[src/rtl/psd_pkg.sv]
package psd_pkg;
    // Default field widths of the divider
    localparam int PSD_SW_W     = 5;
    localparam int PSD_NARROW_W = 11;
    localparam int PSD_WIDE_W   = 13;

    // Smallest main count that keeps swallow <= main for any swallow value
    function automatic int psd_min_main(input int sw_w);
        return (1 << sw_w) + 1;
    endfunction
endpackage

[src/rtl/psd_prescaler.sv]
module psd_prescaler #(
    parameter int SW_W = psd_pkg::PSD_SW_W
) (
    input  logic clk,
    input  logic rst_n,
    input  logic load,
    input  logic swallow_on,
    output logic tick
);
    localparam int BASE = 1 << SW_W;
    localparam int PC_W = SW_W + 1;

    typedef struct packed {
        logic [PC_W-1:0] pc;
    } pre_st_t;

    pre_st_t st_d, st_q;
    logic [PC_W-1:0] last_pos;

    always_comb begin
        st_d     = st_q;
        last_pos = swallow_on ? PC_W'(BASE) : PC_W'(BASE - 1);
        tick     = (st_q.pc == last_pos);
        if (load || tick) begin
            st_d.pc = '0;
        end else begin
            st_d.pc = st_q.pc + 1'b1;
        end
    end

    always_ff @(posedge clk) begin
        if (!rst_n) begin
            st_q <= '0;
        end else begin
            st_q <= st_d;
        end
    end

    // position bounded by the long modulus
    p_pc_bound_r1: assert property (@(posedge clk) disable iff (!rst_n)
        st_q.pc <= PC_W'(BASE));

    // the extra 33rd position only occurs while swallowing
    p_long_only_swallow_r1: assert property (@(posedge clk) disable iff (!rst_n)
        (st_q.pc == PC_W'(BASE)) |-> swallow_on);
endmodule

[src/rtl/psd_swallow.sv]
module psd_swallow #(
    parameter int SW_W = psd_pkg::PSD_SW_W
) (
    input  logic            clk,
    input  logic            rst_n,
    input  logic            load,
    input  logic [SW_W-1:0] load_val,
    input  logic            tick,
    output logic            active,
    output logic [SW_W-1:0] count
);
    typedef struct packed {
        logic [SW_W-1:0] sw;
    } sw_st_t;

    sw_st_t st_d, st_q;

    always_comb begin
        st_d   = st_q;
        active = (st_q.sw != '0);
        count  = st_q.sw;
        if (load) begin
            st_d.sw = load_val;
        end else if (tick && active) begin
            st_d.sw = st_q.sw - 1'b1;
        end
    end

    always_ff @(posedge clk) begin
        if (!rst_n) begin
            st_q <= '0;
        end else begin
            st_q <= st_d;
        end
    end
endmodule

[src/rtl/psd_main.sv]
module psd_main #(
    parameter int SW_W     = psd_pkg::PSD_SW_W,
    parameter int NARROW_W = psd_pkg::PSD_NARROW_W,
    parameter int WIDE_W   = psd_pkg::PSD_WIDE_W
) (
    input  logic              clk,
    input  logic              rst_n,
    input  logic              narrow_sel,
    input  logic [WIDE_W-1:0] main_bits,
    input  logic              load,
    input  logic              tick,
    output logic              last,
    output logic              idle,
    output logic [WIDE_W-1:0] count
);
    localparam int MIN_MAIN = psd_pkg::psd_min_main(SW_W);

    typedef struct packed {
        logic [WIDE_W-1:0] mc;
    } mc_st_t;

    mc_st_t st_d, st_q;
    logic [WIDE_W-1:0] raw_main;
    logic [WIDE_W-1:0] load_main;

    // Field decode: bits beyond the narrow field count only in wide mode
    for (genvar gi = 0; gi < WIDE_W; gi++) begin : g_field
        if (gi < NARROW_W) begin : g_low
            assign raw_main[gi] = main_bits[gi];
        end else begin : g_high
            assign raw_main[gi] = main_bits[gi] & ~narrow_sel;
        end
    end

    always_comb begin
        st_d      = st_q;
        load_main = (raw_main < WIDE_W'(MIN_MAIN)) ? WIDE_W'(MIN_MAIN) : raw_main;
        last      = (st_q.mc == WIDE_W'(1));
        idle      = (st_q.mc == '0);
        count     = st_q.mc;
        if (load) begin
            st_d.mc = load_main;
        end else if (tick) begin
            st_d.mc = st_q.mc - 1'b1;
        end
    end

    always_ff @(posedge clk) begin
        if (!rst_n) begin
            st_q <= '0;
        end else begin
            st_q <= st_d;
        end
    end
endmodule

[src/rtl/psd_divider.sv]
module psd_divider #(
    parameter  int SW_W     = psd_pkg::PSD_SW_W,
    parameter  int NARROW_W = psd_pkg::PSD_NARROW_W,
    parameter  int WIDE_W   = psd_pkg::PSD_WIDE_W,
    localparam int WORD_W   = SW_W + WIDE_W
) (
    input  logic              clk,
    input  logic              rst_n,
    input  logic              narrow_sel,
    input  logic [WORD_W-1:0] div_word,
    output logic              div_pulse
);
    localparam int MIN_MAIN = psd_pkg::psd_min_main(SW_W);

    typedef struct packed {
        logic pulse;
    } top_st_t;

    top_st_t st_d, st_q;

    logic              pre_tick;
    logic              sw_active;
    logic [SW_W-1:0]   sw_cnt;
    logic              mc_last;
    logic              mc_idle;
    logic [WIDE_W-1:0] mc_cnt;
    logic              reload;
    logic              period_end;

    assign period_end = pre_tick & mc_last;
    assign reload     = mc_idle | period_end;

    psd_prescaler #(.SW_W(SW_W)) u_pre (
        .clk        (clk),
        .rst_n      (rst_n),
        .load       (reload),
        .swallow_on (sw_active),
        .tick       (pre_tick)
    );

    psd_swallow #(.SW_W(SW_W)) u_sw (
        .clk      (clk),
        .rst_n    (rst_n),
        .load     (reload),
        .load_val (div_word[SW_W-1:0]),
        .tick     (pre_tick),
        .active   (sw_active),
        .count    (sw_cnt)
    );

    psd_main #(.SW_W(SW_W), .NARROW_W(NARROW_W), .WIDE_W(WIDE_W)) u_main (
        .clk        (clk),
        .rst_n      (rst_n),
        .narrow_sel (narrow_sel),
        .main_bits  (div_word[WORD_W-1:SW_W]),
        .load       (reload),
        .tick       (pre_tick),
        .last       (mc_last),
        .idle       (mc_idle),
        .count      (mc_cnt)
    );

    always_comb begin
        st_d       = st_q;
        st_d.pulse = period_end;
    end

    always_ff @(posedge clk) begin
        if (!rst_n) begin
            st_q <= '0;
        end else begin
            st_q <= st_d;
        end
    end

    assign div_pulse = st_q.pulse;

    // output pulse lasts a single cycle
    p_pulse_single_r5: assert property (@(posedge clk) disable iff (!rst_n)
        div_pulse |=> !div_pulse);

    // the reload that produced a pulse left a main count at or above the floor
    p_reload_floor_r4: assert property (@(posedge clk) disable iff (!rst_n)
        div_pulse |-> (mc_cnt >= WIDE_W'(MIN_MAIN)));

    // swallowing always finishes before the main count runs out
    p_swallow_under_main_r8: assert property (@(posedge clk) disable iff (!rst_n)
        sw_active |-> (mc_cnt > {{(WIDE_W-SW_W){1'b0}}, sw_cnt}));
endmodule

[config.mk]
export PLATFORM = sky130hd
export DESIGN_NAME = psd_divider
export DESIGN_NICKNAME = d
export VERILOG_FILES = /design/src/rtl/psd_pkg.sv /design/src/rtl/psd_prescaler.sv /design/src/rtl/psd_swallow.sv /design/src/rtl/psd_main.sv /design/src/rtl/psd_divider.sv
export SDC_FILE = /design/constraint.sdc
export NUM_CORES = 1
export LEC_CHECK = 0
export ABC_AREA = 1
export BUFFER_PORTS_ARGS = -buffer_cell sky130_fd_sc_hd__buf_2
export CAP_MARGIN = 20
export CORE_ASPECT_RATIO = 0.6
export CORE_MARGIN = 5
export CORE_UTILIZATION = 60
export DETAILED_ROUTE_END_ITERATION = 7
export MAX_ROUTING_LAYER = met4
export PLACE_DENSITY = 0.83
export SLEW_MARGIN = 20
export SYNTH_ARGS = -nofsm -noshare
export SYNTH_HDL_FRONTEND = slang
export SYNTH_SLANG_ARGS = --single-unit
[constraint.sdc]
create_clock -name clk -period 3.8 [get_ports clk]
set_input_delay 0.57 -clock clk [delete_from_list [all_inputs] [get_ports clk]]
set_output_delay 0.57 -clock clk [all_outputs]
set_load 0.005 [all_outputs]
==> run_results.csv <==
group,metric,value,unit
place,io_buffers,21,
synthesis,ys_seq_elements,25,
drt,drtAntennaViolNets,0,
synthesis,netlist_area,1660,um2
synthesis,synth_edf_count,0,
final_layout,antenna_cells,0,
synthesis,synth.distinct_cells,27,
cts,cts.clk_slew.worst_paths,0.10,ns
final_layout,final_area,1840,um2
global_routing,grt_max_degree,17,
sta,skew,0.00839,ns
synthesis,yosys_warnings,0,
worst_hold_path,hold_class,"flop to flop",
power,ir_worst_vdd,0.000336,V
power,power_density,720,nW/um2
global_routing,overflow,0,
sta,rsz0062_at_grt,"false",
sta,finalCriticalPeriod,1.85,ns
cts,cts_made_buffers,3,
synthesis,synth_top_area_frac,0.301,
sta,finalSetupViolations,0,
cts,cts_sinks,25,
synthesis,synth_common_cells,"73 x nand2_1, 33 x nor2_1, 27 x inv_1",
setup_path,crit_arrival,2.04,ns
drt,first_pass_iters,4,
floorplan,fp.dieW,77.9,um
sta,slew_viol_final,0,
cts,ctsHoldBuffers,0,
global_routing,grt_usage,0.186,
flow_run,drv_cap,0,
sta,fmax,0.541,GHz
cts,insertion_delay,0.28,ns
final_layout,final_cells,303,
drt,route.detailed.drc,0,
place,hpwlAfterDp,2740,um
global_routing,antenna_found_initial,0,
place,placed_cells,299,
synthesis,ys_seq_area_frac,0.301,
cts,post_cts_buffers,0,
global_routing,grt_pass1_vias,1235,
final_layout,finalNetCount,299,
setup_path,required,4.00,ns
sta,worst_pin_slew,0.396,ns
sta,whs,0.484,ns
setup_path,worst-setup-path-type,"flop to flop",
cts,clockBufferDepth,2,
setup_path,cp_max_fo,11,
sta,fin_crit_sh,0.486,
synthesis,synthArstFlopShare,0,
drt,via_per_inst,4.99,
sta,slew_headroom,0.736,
setup_path,critPathCaptureType,"flop",
cts,cts-resized-gates,0,
floorplan,fp.dieH,50.8,um
cts,cts_root_buf,"clkbuf_8",
status,status,"completed",
floorplan,die_area,3960,um2
synthesis,mappedNetlistNets,275,
floorplan,row_count,14,
sta,hold_viol,0,
cts,cts_tree,"built",
final_layout,drive_above_1_share,0.166,
floorplan,core_area,2570,um2
global_routing,grt_pass1_wl,5860,um
synthesis,dominantRegCellSynth,"dfxtp_1",
place,place_area,1790,um2
drt,first_iter_violations,54,
setup_path,crit_path_start_kind,"flop",
final_layout,area_delta_synth_final,10.6,%
synthesis,synthCells,248,
place,gp_congestion,0.866,
sta,tns,0,ns
floorplan,num_io_pins,22,
power,total_leakage_power,0.000894,uW
drt,detail_route.wl_per_cell,11.4,um
drt,vias,1513,
cts,h-tree-depth,1,
synthesis,synth.avg_cell_area,6.70,um2
synthesis,synthTopCellsByArea,"dfxtp_1 30%, nand2_1 16%, nor2_1 7.5%",
synthesis,yosysMostFrequentCell,"nand2_1",
synthesis,synth_top_area_cell,"dfxtp_1",
floorplan,start_util,0.645,
drt,wirelength,3460,um
==> cells in the final DEF (no fill, tap or decap), drive strengths merged <==
master	instances
o22ai	1
o211ai	2
nand3	21
clkbuf	3
xor2	10
buf	21
inv	33
nand2	79
a21oi	8
nor2	36
ha	6
o21ai	11
nand4	3
nand3b	2
dfxtp	25
xnor2	6
or2	1
nor3	3
==> sequential cells by signal (all words and copies together) (netlist names) <==
signal / count
u_main.count: 13
u_pre.st_q: 6
u_sw.count: 5
div_pulse: 1
==> final timing paths <==
check,to,startpoint,slack (ns),depth (start not counted)
worst max-delay path,u_main.count[9]$_SDFFE_PN0P_,u_sw.count[0]$_SDFFE_PN0P_,1.95,11
worst min-delay path,u_pre.st_q[0]$_SDFF_PP0_,u_pre.st_q[0]$_SDFF_PP0_,0.48,1
worst max register to register,u_main.count[9]$_SDFFE_PN0P_,u_sw.count[0]$_SDFFE_PN0P_,1.95,11
worst min register to register,u_pre.st_q[0]$_SDFF_PP0_,u_pre.st_q[0]$_SDFF_PP0_,0.48,1
==> cell type report <==
type / count / area (um2)
Clock buffer: 3 / 41.3
Inverter: 32 / 120
Tap cell: 32 / 40.0
Clock inverter: 1 / 8.76
Sequential cell: 25 / 500
Fill cell: 231 / 737
Multi-Input combinational cell: 189 / 1020
Timing Repair Buffer: 21 / 105
==> through the flow <==
stage | setup slack [ns] | total power [uW] | util
2_1_floorplan | 2.28 | 1020 | -
6_report | 1.95 | 1320 | 0.714
4_1_cts | 1.97 | 1330 | 0.714
3_5_place_dp | 2.00 | 1150 | 0.694
5_1_grt | 1.82 | 1450 | 0.714
3_3_place_gp | 2.09 | 1140 | 0.694
==> report_power, final <==
group / leakage [uW] / total [uW] / internal [uW] / switching [uW]
clock network: 0.0000261 / 172 / 77.1 / 94.7
registers: 0.000204 / 392 / 325 / 67.5
logic: 0.000664 / 760 / 285 / 475
total: 0.000894 / 1320 / 687 / 637
==> worst max-delay path: stages (launching register included) <==
cell and delay [ns]:
dfxtp_1 0.36, inv_1 0.08, ha_1 0.21, nand3_1 0.10
nand3_2 0.15, nand2_2 0.15, inv_2 0.06, nand2_4 0.08
nand2_1 0.05, inv_1 0.30, nand3_1 0.12, o21ai_0 0.11
==> per-layer routing <==
layer | track usage | part of all wire | up-vias
met4 | 0.0253 | 0.0049 | 0
met5 | - | 0 | -
li1 | - | - | 821
met1 | 0.291 | 0.56 | 650
met2 | 0.242 | 0.38 | 40
met3 | 0.0393 | 0.051 | 2
==> cell families (layout without fill, tap and decap cells) <==
group	after synthesis	in the layout	share of synthesized area
AOI/OAI and AO/OA	22	22	0.0738
buffers and inverters	34	57	0.0836
and+or+nand+nor	145	145	0.412
DFF	25	25	0.301
xor gates and xnor gates	16	16	0.0843
adders and majority gates	6	6	0.0452
No activity file was read; power rests on OpenSTA's default activity.
